### src/rtl/pwm_shadow_pkg.sv
`timescale 1ns/1ps
package pwm_shadow_pkg;
   localparam int ADDR_W = 5;

   localparam logic [ADDR_W-1:0] OFS_CFG  = 5'h00;
   localparam logic [ADDR_W-1:0] OFS_DUTY = 5'h04;
   localparam logic [ADDR_W-1:0] OFS_PRD  = 5'h08;
   localparam logic [ADDR_W-1:0] OFS_CNT  = 5'h0C;
   localparam logic [ADDR_W-1:0] OFS_SHD  = 5'h10;

   localparam logic [3:0] RATE_EXT_A = 4'hB;
   localparam logic [3:0] RATE_EXT_B = 4'hC;

   // bit positions inside the config word
   localparam int POS_CENTER = 8;
   localparam int POS_POL    = 9;
   localparam int POS_TO_PRD = 10;

   typedef struct packed {
      logic       to_prd;
      logic       pol;
      logic       center;
      logic [3:0] rate;
   } cfg_t;
endpackage

### src/rtl/pwm_rate_sel.sv
`timescale 1ns/1ps
module pwm_rate_sel
   import pwm_shadow_pkg::*;
#(
   parameter int MAX_LOG2 = 10
) (
   input  logic       clk,
   input  logic       rst_n,
   input  logic       run,
   input  logic [3:0] rate,
   input  logic       ext_a,
   input  logic       ext_b,
   output logic       tick
);
   initial begin
      assert (MAX_LOG2 >= 1 && MAX_LOG2 <= 10)
         else $error("pwm_rate_sel: MAX_LOG2 must be 1..10");
   end

   logic [MAX_LOG2-1:0] div_q;
   logic [MAX_LOG2:0]   pow_tick;
   logic                sel_tick;

   always_ff @(posedge clk) begin
      if (!rst_n || !run) div_q <= '0;
      else                div_q <= div_q + 1'b1;
   end

   genvar g;
   generate
      for (g = 0; g <= MAX_LOG2; g++) begin : g_pow
         if (g == 0) begin : g_every
            assign pow_tick[g] = 1'b1;
         end else begin : g_div
            assign pow_tick[g] = &div_q[g-1:0];
         end
      end
   endgenerate

   always_comb begin
      sel_tick = 1'b0;
      for (int i = 0; i <= MAX_LOG2; i++) begin
         if (rate == i[3:0]) sel_tick = pow_tick[i];
      end
      if (rate == RATE_EXT_A) sel_tick = ext_a;
      if (rate == RATE_EXT_B) sel_tick = ext_b;
   end

   assign tick = run && sel_tick;
endmodule

### src/rtl/pwm_wave_core.sv
`timescale 1ns/1ps
module pwm_wave_core #(
   parameter int CNT_W = 20
) (
   input  logic             clk,
   input  logic             rst_n,
   input  logic             run,
   input  logic             tick,
   input  logic             center,
   input  logic [CNT_W-1:0] prd,
   input  logic [CNT_W-1:0] duty,
   output logic [CNT_W-1:0] cnt,
   output logic             boundary,
   output logic             active
);
   localparam logic [CNT_W-1:0] ONE = CNT_W'(1);

   logic [CNT_W-1:0] cnt_q, cnt_d;
   logic             down_q, down_d;
   logic             wrap;

   always_comb begin
      cnt_d  = cnt_q;
      down_d = down_q;
      wrap   = 1'b0;
      if (tick) begin
         if (!center) begin
            if (prd == '0 || cnt_q >= prd - ONE) begin
               cnt_d = '0;
               wrap  = 1'b1;
            end else begin
               cnt_d = cnt_q + ONE;
            end
         end else if (prd == '0) begin
            cnt_d  = '0;
            down_d = 1'b0;
            wrap   = 1'b1;
         end else if (!down_q) begin
            if (cnt_q >= prd) begin
               if (cnt_q <= ONE) begin
                  cnt_d = '0;
                  wrap  = 1'b1;
               end else begin
                  cnt_d  = cnt_q - ONE;
                  down_d = 1'b1;
               end
            end else begin
               cnt_d = cnt_q + ONE;
            end
         end else begin
            if (cnt_q <= ONE) begin
               cnt_d  = '0;
               down_d = 1'b0;
               wrap   = 1'b1;
            end else begin
               cnt_d = cnt_q - ONE;
            end
         end
      end
   end

   always_ff @(posedge clk) begin
      if (!rst_n || !run) begin
         cnt_q  <= '0;
         down_q <= 1'b0;
      end else begin
         cnt_q  <= cnt_d;
         down_q <= down_d;
      end
   end

   assign cnt      = cnt_q;
   assign boundary = run && wrap;
   assign active   = cnt_q < duty;
endmodule

### src/rtl/pwm_regs.sv
`timescale 1ns/1ps
module pwm_regs
   import pwm_shadow_pkg::*;
#(
   parameter int CNT_W  = 20,
   parameter int DATA_W = 32
) (
   input  logic              clk,
   input  logic              rst_n,
   input  logic              enabled,
   input  logic              wr,
   input  logic [ADDR_W-1:0] addr,
   input  logic [DATA_W-1:0] wdata,
   input  logic              boundary,
   input  logic [CNT_W-1:0]  cnt,
   output cfg_t              cfg,
   output logic [CNT_W-1:0]  duty,
   output logic [CNT_W-1:0]  prd,
   output logic [DATA_W-1:0] rdata
);
   logic [CNT_W-1:0] shd_q;
   logic             pend_q;

   always_ff @(posedge clk) begin
      if (!rst_n) begin
         cfg    <= '0;
         duty   <= '0;
         prd    <= '0;
         shd_q  <= '0;
         pend_q <= 1'b0;
      end else begin
         if (wr && !enabled) begin
            case (addr)
               OFS_CFG: begin
                  cfg.to_prd <= wdata[POS_TO_PRD];
                  cfg.pol    <= wdata[POS_POL];
                  cfg.center <= wdata[POS_CENTER];
                  cfg.rate   <= wdata[3:0];
               end
               OFS_DUTY: duty <= wdata[CNT_W-1:0];
               OFS_PRD:  prd  <= wdata[CNT_W-1:0];
               default: ;
            endcase
         end
         if (boundary && pend_q) begin
            if (cfg.to_prd) prd  <= shd_q;
            else            duty <= shd_q;
            pend_q <= 1'b0;
         end
         if (wr && addr == OFS_SHD) begin
            shd_q  <= wdata[CNT_W-1:0];
            pend_q <= 1'b1;
         end
      end
   end

   always_comb begin
      rdata = '0;
      case (addr)
         OFS_CFG: begin
            rdata[POS_TO_PRD] = cfg.to_prd;
            rdata[POS_POL]    = cfg.pol;
            rdata[POS_CENTER] = cfg.center;
            rdata[3:0]        = cfg.rate;
         end
         OFS_DUTY: rdata[CNT_W-1:0] = duty;
         OFS_PRD:  rdata[CNT_W-1:0] = prd;
         OFS_CNT:  rdata[CNT_W-1:0] = cnt;
         OFS_SHD:  rdata[CNT_W-1:0] = shd_q;
         default: ;
      endcase
   end

   logic unused_wdata;
   generate
      if (DATA_W > CNT_W) begin : g_hi
         assign unused_wdata = ^wdata[DATA_W-1:CNT_W];
      end else begin : g_nohi
         assign unused_wdata = 1'b0;
      end
   endgenerate
endmodule

### src/rtl/pwm_shadow_chan.sv
`timescale 1ns/1ps
module pwm_shadow_chan
   import pwm_shadow_pkg::*;
#(
   parameter int CNT_W    = 20,
   parameter int MAX_LOG2 = 10,
   parameter int DATA_W   = 32
) (
   input  logic              clk,
   input  logic              rst_n,
   input  logic              reg_wr,
   input  logic [4:0]        reg_addr,
   input  logic [DATA_W-1:0] reg_wdata,
   output logic [DATA_W-1:0] reg_rdata,
   input  logic              chan_on,
   input  logic              chan_off,
   input  logic              alt_tick_a,
   input  logic              alt_tick_b,
   output logic              pwm_out,
   output logic              period_irq
);
   initial begin
      assert (CNT_W >= 2 && CNT_W <= DATA_W)
         else $error("pwm_shadow_chan: CNT_W must be 2..DATA_W");
      assert (DATA_W >= 11)
         else $error("pwm_shadow_chan: DATA_W must hold the config word");
   end

   logic             en_q, run, tick, boundary, active, irq_q;
   cfg_t             mode_q;
   logic [CNT_W-1:0] duty_q, prd_q, cnt_q;

   always_ff @(posedge clk) begin
      if (!rst_n) begin
         en_q  <= 1'b0;
         irq_q <= 1'b0;
      end else begin
         if (chan_off)     en_q <= 1'b0;
         else if (chan_on) en_q <= 1'b1;
         irq_q <= boundary;
      end
   end

   assign run = en_q && !chan_off;

   pwm_rate_sel #(.MAX_LOG2(MAX_LOG2)) u_rate (
      .clk(clk), .rst_n(rst_n), .run(run), .rate(mode_q.rate),
      .ext_a(alt_tick_a), .ext_b(alt_tick_b), .tick(tick)
   );

   pwm_wave_core #(.CNT_W(CNT_W)) u_core (
      .clk(clk), .rst_n(rst_n), .run(run), .tick(tick),
      .center(mode_q.center), .prd(prd_q), .duty(duty_q),
      .cnt(cnt_q), .boundary(boundary), .active(active)
   );

   pwm_regs #(.CNT_W(CNT_W), .DATA_W(DATA_W)) u_regs (
      .clk(clk), .rst_n(rst_n), .enabled(en_q), .wr(reg_wr),
      .addr(reg_addr), .wdata(reg_wdata), .boundary(boundary),
      .cnt(cnt_q), .cfg(mode_q), .duty(duty_q), .prd(prd_q),
      .rdata(reg_rdata)
   );

   assign pwm_out    = (en_q && active) ? !mode_q.pol : mode_q.pol;
   assign period_irq = irq_q;
endmodule

### config.mk
export PLATFORM = sky130hd
export DESIGN_NAME = pwm_shadow_chan
export DESIGN_NICKNAME = d
export VERILOG_FILES = /design/src/rtl/pwm_shadow_pkg.sv /design/src/rtl/pwm_rate_sel.sv /design/src/rtl/pwm_wave_core.sv /design/src/rtl/pwm_regs.sv /design/src/rtl/pwm_shadow_chan.sv
export SDC_FILE = /design/constraint.sdc
export NUM_CORES = 1
export LEC_CHECK = 0
export ABC_CLOCK_PERIOD_IN_PS = 4080
export BUFFER_PORTS_ARGS = -buffer_cell sky130_fd_sc_hd__buf_4
export CAP_MARGIN = 20
export CELL_PAD_IN_SITES_DETAIL_PLACEMENT = 0
export CELL_PAD_IN_SITES_GLOBAL_PLACEMENT = 1
export CORE_MARGIN = 2
export CORE_UTILIZATION = 30
export CTS_CLUSTER_DIAMETER = 50
export DETAILED_ROUTE_END_ITERATION = 10
export PLACE_DENSITY = 0.64
export SLEW_MARGIN = 20
export SYNTH_ARGS = -nofsm -noshare
export SYNTH_HDL_FRONTEND = slang
export SYNTH_SLANG_ARGS = --single-unit
### constraint.sdc
create_clock -name clk -period 4.08 [get_ports clk]
set_input_delay 0.408 -clock clk [delete_from_list [all_inputs] [get_ports clk]]
set_output_delay 0.408 -clock clk [all_outputs]
set_load 0.03 [all_outputs]
==> results.md <==
* Status: finished clean
* H-tree level count at 3
* Initial DRC count at 457
* Largest net degree at the start of global routing at 58
* Adder-cell share of the synthesized area at 0.1060
* CP endpoint kind: flip-flop
* Arrival @ worst endpoint at 4.35 ns
* Final Routed Wirelength at 24190 um
* Max-slew headroom at 0.2573
* PD cells at 224.8 nW/um^2
* I/O pin cnt at 78
* Largest family of logic cells by synthesized area: simple AND/OR/NAND/NOR gates
* Initial antenna violation count at 0
* Die W at 166.4 um
* Post-synth EDFFs at 0
* CP top delay family: simple AND/OR/NAND/NOR gates
* Hold_buf cts at 0
* Maximum buffer depth of the clock tree at 2
* Residual DRC at 0
* Fin Setup TNS at 0 ns
* Place WS at -0.1995 ns
* CTS sink count at 101
* Worst skew pair latency at 0.36 ns
* # diodes at 0
* Synth Area in Simple Gates at 0.2035
* Syn_area_per_cell at 8.152 um^2
* Yosys reg bits at 101
* Setup-failing EPs final at 0
* Chip height at 166.4 um
* Cell Chain, Critical Path: or4_4 -> buf_4 -> or4_4 -> nor3_4 -> xnor2_1 -> ha_1 -> nand4_1 -> buf_4 -> nor3_4 -> a41o_1 -> o22ai_4 -> nor3b_4 -> and3b_2 -> clkbuf_16 -> mux2i_1
* Layout fillers at 2786
* Pins Over Slew Limit at 0
* Synth Area in Compound Gates at 0.1861
* Max-cap violations at 0
* Yosys cell types at 77
* CTS tree: yes
* Clock skew at 0.01144 ns
* Detailed placement HPWL at 17760 um
* Post-Synth XOR/XNOR Area at 0.03544
* Area after DPL at 8853 um^2
* Crit path buffers/inverters at 3
* Hold WC Path Type: in -> reg
* Unrepaired setup endpoints after global routing: true
* Via/cell ratio at 5.152
* Global-route wire length before repair at 38500 um
* Class of the most critical setup path: reg -> reg
* Worst Path Required at 4.37 ns
* Vias at 7141
* Number of global-route vias before repair at 6941
* Commonest non-fill, non-tap cells in the layout: 149 x nand2_1, 126 x buf_4, 101 x dfxtp_1, 66 x ha_1, 55 x mux2i_1
* Synth Instances at 970
* Seq/Total Area, Yosys at 0.2557
* CORE AREA at 25980 um^2
* Total congestion overflow at 0
* Maximum clock frequency at 245.9 MHz
* Num CTS Buffers at 9
* Initial Util at 0.3043
* Asr flop ratio synth at 0
* Post-synthesis mux area share at 0.1280
* Post-synth top flop: dfxtp_1
* VDD IR max at 0.0001873 V
* Post-route ant nets at 0
* Worst-Margin Slew at 1.111 ns
* Final Hold Vio Count at 0
* Critical path startpoint category: flip-flop
* Clock-pin slew on the worst setup and hold paths at 0.08 ns
* FP Rows at 59
* Routability cong. at 0.8037
* Layout cells sized above 1 at 0.2245
* Worst Setup Slack, final at 0.01326 ns
* Largest stage delay on the critical path at 0.56 ns
* Commonest non-fill, non-tap cell in the layout: nand2_1
* DRT Pass-1 Iters at 5
* Mapped cell area at 7908 um^2
* Die area at 27670 um^2
* Slowest CP cell: or4_4
* Post-route cell area at 9371 um^2
* Period utilisation layout at 0.9968
* Gr usage total at 0.1721
* Port-buffer cells at 53
* Synthesis-to-finish area growth at 18.51%
* Final min period at 4.067 ns
* CP max FO at 7
* CTS Root Cell: clkbuf_16
* Post-DR wirelength/cell at 17.45 um
* Yosys warns at 0
* Net count, final at 1157
* Leakage power at 3.799 nW
-- final timing paths --
| check | depth (start not counted) | startpoint | slack (ns) | endpoint |
|---|---|---|---|---|
| min reg2reg | 1 | u_rate.div_q[0] | 0.47 | u_rate.div_q[0] |
| max | 15 | u_regs.prd[8] | 0.01 | u_regs.duty[8] |
| min | 2 | chan_off | 0.22 | en_q |
| max reg2reg | 15 | u_regs.prd[8] | 0.01 | u_regs.duty[8] |
-- metrics by stage --
step             util  instances  power (mW)  hold WS [ns]
3_3_place_gp   0.3407       1362       1.234        0.4487
2_1_floorplan       -        981       1.159        0.4257
6_report       0.3607       1386       2.107        0.2157
3_5_place_dp   0.3407       1362       1.233        0.4599
5_1_grt        0.3607       1386       2.199        0.2029
4_1_cts        0.3535       1378       2.114        0.1986
-- timing repair --
| item | 4_1_cts | 5_1_grt |
|---|---|---|
| setup endpoints to repair | 53 | 58 |
| pin swaps | 3 | 17 |
| gates resized for setup | 11 | 26 |
| buffers inserted | 0 | 6 |
| gates cloned | 0 | 2 |
-- worst register-to-register path: stages (launching register included) --
cell and delay, ns:
dfxtp_1 0.32, or4_4 0.54, buf_4 0.16, or4_4 0.56
nor3_4 0.16, xnor2_1 0.09, ha_1 0.28, nand4_1 0.15
buf_4 0.19, nor3_4 0.16, a41o_1 0.25, o22ai_4 0.11
nor3b_4 0.30, and3b_2 0.34, clkbuf_16 0.20, mux2i_1 0.17
-- report_power, final --
| group | leakage, nW | switching, mW | internal [mW] | total [mW] |
|---|---|---|---|---|
| clock | 0.134 | 0.443 | 0.427 | 0.870 |
| combinational | 2.85 | 0.134 | 0.107 | 0.241 |
| sequential | 0.814 | 0.00582 | 0.990 | 0.996 |
-- logic make-up (layout without fill, tap and decap cells) --
family,after synthesis,in the layout
muxes,96,96
xor gates and xnor gates,32,32
and+or+nand+nor,337,337
other,1,12
adders and majority gates,67,67
AOI/OAI and AO/OA,206,206
buffers and inverters,130,200
DFF,101,101
-- layout make-up --
| class | instances | area, um^2 | area share |
|---|---|---|---|
| multi-input combinational | 750 | 5379 | 0.5740 |
| sequential | 101 | 2022 | 0.2158 |
| timing repair buffer | 132 | 1067 | 0.1139 |
| tap | 335 | 419.2 | 0.04473 |
| clock buffer | 10 | 229.0 | 0.02443 |
| inverter | 52 | 195.2 | 0.02083 |
| clock inverter | 6 | 60.06 | 0.006409 |
-- Yosys cell counts, types with 5 or more instances --
master    number  area share
nand3_1       22       0.014
a21boi_0      24       0.023
a21oi_1       33       0.021
a211oi_1       7      0.0066
nand2b_1       7      0.0055
nor4_1        12      0.0095
mux2_2        41       0.058
nand4_1       11      0.0087
dfxtp_1      101        0.26
a31oi_1        6      0.0047
inv_1         52       0.025
nand2_1      149       0.071
o21ai_0       41       0.026
a22oi_1       37       0.035
xor2_1         7      0.0078
xnor2_1       25       0.028
clkbuf_1      47       0.022
buf_4         15       0.014
or4_1          7      0.0066
and3_1         9      0.0071
a21o_1         7      0.0066
ha_1          67        0.11
nor2b_1       17       0.013
mux2i_1       55       0.070
nor2_1        51       0.024
and2_1         5      0.0040
nor3_1        26       0.016
-- layer usage --
metal / wire length [um] / global-route usage
met4: 354 / 0.04160
met2: 11110 / 0.2782
met1: 11920 / 0.2453
met5: 0 / 0
met3: 800 / 0.01930
-- state kept, by name (all words and copies together), names as in the netlist --
| name | flops |
|---|---|
| u_regs.cfg | 7 |
| u_core.cnt | 20 |
| u_rate.div_q | 10 |
| u_regs.duty | 20 |
| u_regs.shd_q | 20 |
| period_irq | 1 |
| u_regs.pend_q | 1 |
| u_regs.prd | 20 |
| u_core.down_q | 1 |
| en_q | 1 |
Power figures use the tool's default switching activity.
